$ cat src/rtl/bp_pkg.sv
package bp_pkg;

  typedef struct packed {
    logic dir;   // predicted direction, 1 = taken
    logic ok;    // last prediction for this record was right
  } bp_entry_t;

  localparam bp_entry_t BP_RESET = '{dir: 1'b0, ok: 1'b1};

  // Two-miss hysteresis rule.
  function automatic bp_entry_t bp_next(input bp_entry_t cur, input logic taken);
    bp_entry_t n;
    unique case ({taken == cur.dir, cur.ok})
      2'b10, 2'b11: n = '{dir: cur.dir, ok: 1'b1};   // agreed
      2'b01:        n = '{dir: cur.dir, ok: 1'b0};   // first miss
      default:      n = '{dir: taken,   ok: 1'b1};   // second miss: flip
    endcase
    return n;
  endfunction

endpackage

$ cat src/rtl/bp_index.sv
module bp_index #(
  parameter int PC_W    = 32,
  parameter int IDX_W   = 6,
  parameter int IDX_LSB = 2
) (
  input  logic [PC_W-1:0]  pc,
  output logic [IDX_W-1:0] idx
);
  assign idx = pc[IDX_LSB +: IDX_W];
endmodule

$ cat src/rtl/bp_next_state.sv
module bp_next_state
  import bp_pkg::*;
(
  input  bp_entry_t cur,
  input  logic      taken,
  output bp_entry_t nxt,
  output logic      miss,
  output logic      flip
);
  assign nxt  = bp_next(cur, taken);
  assign miss = (taken != cur.dir);
  assign flip = (nxt.dir != cur.dir);
endmodule

$ cat src/rtl/bp_table.sv
module bp_table
  import bp_pkg::*;
#(
  parameter int ENTRIES = 64,
  localparam int IDX_W  = $clog2(ENTRIES)
) (
  input  logic             clk,
  input  logic             rst_n,
  input  logic [IDX_W-1:0] rd_idx,
  output bp_entry_t        rd_entry,
  input  logic             wr_en,
  input  logic [IDX_W-1:0] wr_idx,
  input  logic             wr_taken,
  output bp_entry_t        wr_old,
  input  bp_entry_t        wr_new
);
  logic [ENTRIES-1:0] dir_q, ok_q;
  logic [ENTRIES-1:0] sel;

  for (genvar i = 0; i < ENTRIES; i++) begin : g_sel
    assign sel[i] = wr_en && (wr_idx == IDX_W'(i));
  end

  always_ff @(posedge clk or negedge rst_n) begin
    if (!rst_n) begin
      dir_q <= {ENTRIES{BP_RESET.dir}};
      ok_q  <= {ENTRIES{BP_RESET.ok}};
    end else begin
      for (int i = 0; i < ENTRIES; i++) begin
        if (sel[i]) begin
          dir_q[i] <= wr_new.dir;
          ok_q[i]  <= wr_new.ok;
        end
      end
    end
  end

  assign rd_entry = '{dir: dir_q[rd_idx], ok: ok_q[rd_idx]};
  assign wr_old   = '{dir: dir_q[wr_idx], ok: ok_q[wr_idx]};

  // Rule checks against stored state.
  p_agree_keeps_r3: assert property (@(posedge clk) disable iff (!rst_n)
    (wr_en && wr_taken == wr_old.dir) |=>
      (dir_q[$past(wr_idx)] == $past(wr_taken)) && ok_q[$past(wr_idx)]);

  p_first_miss_keeps_r4: assert property (@(posedge clk) disable iff (!rst_n)
    (wr_en && wr_taken != wr_old.dir && wr_old.ok) |=>
      (dir_q[$past(wr_idx)] == $past(wr_old.dir)) && !ok_q[$past(wr_idx)]);

  p_second_miss_flips_r5: assert property (@(posedge clk) disable iff (!rst_n)
    (wr_en && wr_taken != wr_old.dir && !wr_old.ok) |=>
      (dir_q[$past(wr_idx)] == $past(wr_taken)) && ok_q[$past(wr_idx)]);

  p_idle_stable_r7: assert property (@(posedge clk) disable iff (!rst_n)
    !wr_en |=> $stable(dir_q) && $stable(ok_q));

  p_one_record_r8: assert property (@(posedge clk) disable iff (!rst_n)
    wr_en |=> $countones((dir_q ^ $past(dir_q)) | (ok_q ^ $past(ok_q))) <= 1);
endmodule

$ cat src/rtl/hyst_branch_predictor.sv
module hyst_branch_predictor
  import bp_pkg::*;
#(
  parameter int PC_W    = 32,
  parameter int ENTRIES = 64,
  parameter int IDX_LSB = 2
) (
  input  logic            clk,
  input  logic            rst_n,
  input  logic [PC_W-1:0] lk_pc,
  output logic            lk_taken,
  input  logic            up_valid,
  input  logic [PC_W-1:0] up_pc,
  input  logic            up_taken
);
  localparam int IDX_W = $clog2(ENTRIES);

  logic [IDX_W-1:0] lk_idx, up_idx;
  bp_entry_t        lk_entry, up_old, up_new;
  logic             up_miss, up_flip;

  bp_index #(.PC_W(PC_W), .IDX_W(IDX_W), .IDX_LSB(IDX_LSB)) u_lk_idx (
    .pc(lk_pc), .idx(lk_idx));
  bp_index #(.PC_W(PC_W), .IDX_W(IDX_W), .IDX_LSB(IDX_LSB)) u_up_idx (
    .pc(up_pc), .idx(up_idx));

  bp_next_state u_next (
    .cur(up_old), .taken(up_taken), .nxt(up_new),
    .miss(up_miss), .flip(up_flip));

  bp_table #(.ENTRIES(ENTRIES)) u_table (
    .clk(clk), .rst_n(rst_n),
    .rd_idx(lk_idx), .rd_entry(lk_entry),
    .wr_en(up_valid), .wr_idx(up_idx), .wr_taken(up_taken),
    .wr_old(up_old), .wr_new(up_new));

  assign lk_taken = lk_entry.dir;

  // A flip needs a miss on a record whose flag was already cleared.
  p_flip_needs_two_r5: assert property (@(posedge clk) disable iff (!rst_n)
    (up_valid && up_flip) |-> (up_miss && !up_old.ok));

  // Same-record lookup during a write sees the pre-write direction.
  p_read_old_r9: assert property (@(posedge clk) disable iff (!rst_n)
    (up_valid && lk_idx == up_idx) |-> (lk_taken == up_old.dir));
endmodule

$ cat config.mk
export PLATFORM = sky130hd
export DESIGN_NAME = hyst_branch_predictor
export DESIGN_NICKNAME = d
export VERILOG_FILES = /design/src/rtl/bp_pkg.sv /design/src/rtl/bp_index.sv /design/src/rtl/bp_next_state.sv /design/src/rtl/bp_table.sv /design/src/rtl/hyst_branch_predictor.sv
export SDC_FILE = /design/constraint.sdc
export NUM_CORES = 1
export LEC_CHECK = 0
export CORE_UTILIZATION = 55
export DETAILED_ROUTE_END_ITERATION = 12
export PLACE_DENSITY = 0.84
export SYNTH_ARGS = -nofsm -noshare
export SYNTH_HDL_FRONTEND = slang
export SYNTH_SLANG_ARGS = --single-unit
$ cat constraint.sdc
create_clock -name clk -period 5 [get_ports clk]
set_input_delay 0.75 -clock clk [delete_from_list [all_inputs] [get_ports clk]]
set_output_delay 0.75 -clock clk [all_outputs]
set_load 0.01 [all_outputs]
# == Word level (Yosys, flattened, before mapping) ==
# Index checks and enable logic that the tools add are counted.
# totals
out_inout_bits,1
reg_bits,128
input_bits,68
# op_classes
reduce_logical,66
magnitude_cmp,2
mux,7
n_eq_ne,67
# op_table
operator,n
$eq A6 B6 Y1 const B,32
$eq A6 B5 Y1 const B,16
$logic_and A1 B1 Y1,64
$eq A6 B4 Y1 const B,8
$eq A6 B3 Y1 const B,4
$bmux W1 S6,3
$lt A6 B7 Y1 const B,2
$eq A6 B2 Y1 const B,2
$eq A6 B1 Y1 const B,1
$logic_not A6 Y1,1
$eq A2 B2 Y1 const B,2
$pmux W2 S2,1
$mux W1,3
$eq A2 B1 Y1 const B,1
$reduce_or A2 Y1,1
$eq A1 B1 Y1,1

# == Depth between registers and ports, before layout ==
# depth
word_depth,6
ltp_mapped,11

# == Cells and area by module ==
# A second synthesis with hierarchy kept.
# unflattened
hier_cells,562
area_unflattened_um2,7509.7
# modules_own_cells
module,area_each_um2,instances,cells_each
bp_table,7389.6,1,546
bp_index,45.0,2,6
bp_next_state,30.0,1,4

# == Worst setup path before layout ==
# Ideal clock, no wire load.
# synth_timing
path_type,in2out
startpoint,input port lk_pc[2]
endpoint,output port lk_taken
path_stages,5
arrival_ns,2.946
required_ns,4.250
setup_slack_ns,1.304
n_path_buf,2
path_cell_list,clkbuf_1 -> buf_2 -> mux4_2 -> mux4_2 -> mux4_2
# synth_between
elab_chain_len,2
# synth_lines
element,line_no,text
"start, declared",hyst_branch_predictor.sv:10,"input logic [PC_W-1:0] lk_pc,"
$bmux W1 S6,bp_table.sv:38,"assign rd_entry = '{dir: dir_q[rd_idx], ok: ok_q[rd_idx]};"
$mux W1 (implied by the code),bp_table.sv:38,
"end, declared",hyst_branch_predictor.sv:11,"output logic lk_taken,"
# No other way between the ends. The select of a mux whose other input is x is not followed.

# == Worst setup path in the final report ==
# Ends and elaborated chain as after synthesis.

==> reports/results.env <==
OUTCOME='complete, no violations'
FINAL_NET_COUNT=748
SYNTH-EDFF-COUNT=0
FIRST_GLOBAL_VIAS=5719
SHARE_SEQ_OF_TOTAL_POWER_PCT=44.7
LAYOUT_COMMONEST_CELL='sky130_fd_sc_hd__nand2_1'
POST_ROUTE_CELLS_DRIVE_ABOVE_1_SHARE_PCT=25.9
FLOORPLAN.CORE_AREA_SQ_MM=0.0122
POWER_SWITCHING_SHARE_PCT=28.1
GRT_REMAINING_OVERFLOW=0
TIMING.CRITICAL_PATH.FANOUT_MAX=16
YOSYSSEQAREASHARE_PCT=46.8
FINAL_CRITICAL_PATH_SETUP_SLACK_PS=609
FINAL_MAX_SLEW_VIOL_COUNT=0
DRTITER0DRC=675
ANTENNA_FOUND_INITIAL=0
ANT_NETS=0
PIN_COUNT=69
GRT_START_MAX_NET_PINS=86
POWERDENSITY_mW_PER_MM2=411
CHIPWIDTH_UM=115
FINALHOLDVIOLATIONS=0
FINALCRITPERIODSHARE_PCT=87.8
PLACEMENT.IO_BUFFERS=16
MAXCAP_VIOLATIONS=0
CLOCK_INSERTION_DELAY_AT_THE_LATER_PIN_OF_THE_SKEW_REPORT_PS=430
N_ANTENNA_CELL=0
GLOBALROUTETOTALUTIL_PCT=30.6
TIGHTEST_SLEW_PS=1180
SYN-MEAN-INSTANCE-AREA_SQ_UM=10.3
GLOBALPLACE.CONGESTION=0.900
MAPPEDNETLISTAREA_SQ_MM=0.00702
COMBINATIONAL_SHARE_OF_POWER_PCT=18.4
INTERNAL_POWER_uW=2300
GRT_FIRST_PASS_WIRELENGTH_UM=29900
SYNTH_FF_TYPE='sky130_fd_sc_hd__dfstp_2'
POST-SYNTH-TOP-AREA-CELL='sky130_fd_sc_hd__dfstp_2'
INITIAL_UTILIZATION_PCT=57.5
ROUTE.VIAS.TOTAL=5685
DRC_ERRORS=0
SYN2LAYOUT_AREA_GROWTH_PCT=11.1
CTS_RESIZED=0
LENGTH_OF_THE_FIRST_DETAILED_ROUTING_PASS_IN_ITERATIONS=5
CLOCK_SINKS=128
YOSYS.CELL_TYPES.COUNT=42
CTS_TREE='yes'
SYNTHARSTFLOPSHARE_PCT=100
CLOCK_BUFFERS_CREATED_BY_TRITONCTS=17
VIAS_PER_CELL=6.61
STARTPOINT_TYPE='input port'
FIN_CRIT_PS=4390
DIE_AREA_SQ_MM=0.0132
FINALSETUPVIOLATIONS=0
CRITPATHKIND='input port to output port'
POWER.SWITCHING_uW=902
WORST_SETUP_HOLD_PATH_CLK_SLEW_PS=50
PRECTSSETUPSLACK_PS=619
COMMONEST_NON_FILL_NON_TAP_CELLS_IN_THE_LAYOUT='sky130_fd_sc_hd__nand2_1 (122), sky130_fd_sc_hd__a21oi_1 (64), sky130_fd_sc_hd__dfrtp_1 (64), sky130_fd_sc_hd__dfstp_2 (64), sky130_fd_sc_hd__nor2_1 (54)'
FINCLKSKEW_PS=13.5
PLACE.DETAILED.HPWL_UM=12100
TIMING.HOLD.WORST.CLASS='flip-flop to flip-flop'
PEAKVDDDROP_mV=0.264
FMAXACHIEVABLE_GHz=0.228
SYNTH_WARNINGS=0
TIMING.CRITICAL_PATH.REQUIRED_PS=4250
ROWS=40
POST_CTS_BUFFERS=0
WORST_SLEW_MARGIN_RELATIVE_TO_ITS_LIMIT_PCT=21.4
POST_DRT_WL_PER_CELL_UM=21.5
POSTCTSHOLDBUFS=0
SETUP_TOTAL_NEGATIVE_SLACK_PS=0
SYN_NETS=748
POWER.STATIC_LEAKAGE_uW=0.00322
SETUP_REPAIR_AFTER_GLOBAL_ROUTING_MISSED_ITS_MARGIN='false'
SYNTH.AREA.TOP_CELLS='sky130_fd_sc_hd__dfstp_2 (24%), sky130_fd_sc_hd__dfrtp_1 (23%), sky130_fd_sc_hd__mux4_2 (9.0%), sky130_fd_sc_hd__mux2i_1 (7.1%), sky130_fd_sc_hd__nand2_1 (6.5%)'
CTS_ROOT_BUFFER='sky130_fd_sc_hd__clkbuf_16'
SYNTH-SEQ-CELLS=128
DETAIL_ROUTE.WIRELENGTH_UM=18500
TIMING.CRITICAL_PATH.ARRIVAL_PS=3640
DIEHEIGHT_UM=115
HOLD_WS_PS=475
YOSYS.AREA.TOP_TYPE_SHARE_PCT=24.0
ENDPOINT_KIND='output port'
CTS_MAX_LEVEL=4
CLOCK_TREE.BUFFER_DEPTH=2
SYNTHESIZED_INSTANCE_COUNT=680
SHARE_CLK_OF_TOTAL_POWER_PCT=36.9
-- critical path, cell delays in order --
cell                              delay (ps)
sky130_fd_sc_hd__clkdlybuf4s50_1         450
sky130_fd_sc_hd__buf_4                   330
sky130_fd_sc_hd__mux4_2                  590
sky130_fd_sc_hd__mux4_2                  530
sky130_fd_sc_hd__mux4_2                  490
sky130_fd_sc_hd__clkdlybuf4s50_1         500
-- path summary, 6_finish.rpt --
check / cells after the start / endpoint / slack, ps / startpoint
max in group asynchronous: 2 / u_table.ok_q[24]$_DFFE_PN1P_ / 3290 / rst_n
setup / recovery: 6 / lk_taken / 610 / lk_pc[2]
setup reg to reg: 6 / u_table.dir_q[62]$_DFFE_PN0P_ / 2530 / u_table.ok_q[59]$_DFFE_PN1P_
hold / removal: 2 / u_table.ok_q[36]$_DFFE_PN1P_ / 480 / u_table.ok_q[36]$_DFFE_PN1P_
hold reg to reg: 2 / u_table.ok_q[36]$_DFFE_PN1P_ / 480 / u_table.ok_q[36]$_DFFE_PN1P_
min in group asynchronous: 1 / u_table.dir_q[40]$_DFFE_PN0P_ / 510 / rst_n
-- cells in the mapped netlist, drive strengths merged (2+ instances only) --
| cell | n |
|---|---|
| nand2 | 122 |
| o211ai | 2 |
| buf | 24 |
| a2bb2oi | 2 |
| o21ai | 32 |
| mux2 | 33 |
| or2 | 4 |
| nand4 | 2 |
| and3b | 2 |
| o31ai | 31 |
| o31a | 2 |
| a22oi | 18 |
| dfrtp | 64 |
| mux2i | 50 |
| nor2b | 5 |
| dfstp | 64 |
| clkbuf | 26 |
| nand2b | 6 |
| nand3 | 6 |
| nor3 | 17 |
| nor4 | 2 |
| and2 | 2 |
| nor2 | 54 |
| a21oi | 65 |
| mux4 | 28 |
| a22o | 5 |
| and3 | 3 |
-- power groups by stage --
stage	Clock, uW	Combinational [uW]	Sequential (uW)
6_report	1180	589	1430
5_1_grt	1230	640	1450
4_1_cts	1190	580	1430
3_5_place_dp	0	576	1440
3_3_place_gp	0	548	1420
2_1_floorplan	0	433	1390
-- final cells by class --
type	count	area, sq um
Clock buffer	25	505
Clock inverter	6	55.1
Fill cell	939	4410
Inverter	1	3.75
Multi-Input combinational cell	501	3480
Sequential cell	128	3280
Tap cell	168	210
Timing Repair Buffer	31	260
-- metrics by stage --
| stage | instance area, sq um | std cells | utilization, % | total power, uW |
|---|---|---|---|---|
| floorplan | 7020 | 680 | - | 1830 |
| global placement | 7240 | 829 | 59.3 | 1970 |
| detailed placement | 7240 | 829 | 59.3 | 2020 |
| CTS | 7800 | 860 | 63.9 | 3200 |
| global route | 7800 | 860 | 63.9 | 3320 |
| finish | 7800 | 860 | 63.9 | 3210 |
-- cells by family (layout without fill, tap and decap cells) --
logic type | after synthesis | count (layout) | synth area share (%)
AOI/OAI and AO/OA | 161 | 161 | 14.0
xor gates and xnor gates | 1 | 1 | 0.125
buffers and inverters | 51 | 63 | 3.89
DFF | 128 | 128 | 46.8
muxes | 111 | 111 | 21.5
and+or+nand+nor | 228 | 228 | 13.8
-- state kept, by name (all words and copies together), names as in the netlist --
register       count
u_table.dir_q     64
u_table.ok_q      64
-- layer usage --
metal	share of wire (%)	up-vias	track usage, %
li1	-	2471	-
met1	40	2806	39.5
met2	48	342	46.8
met3	8.7	66	8.59
met4	3.7	0	17.0
met5	0	-	0
Note: power is estimated with default switching activity, not from simulation.
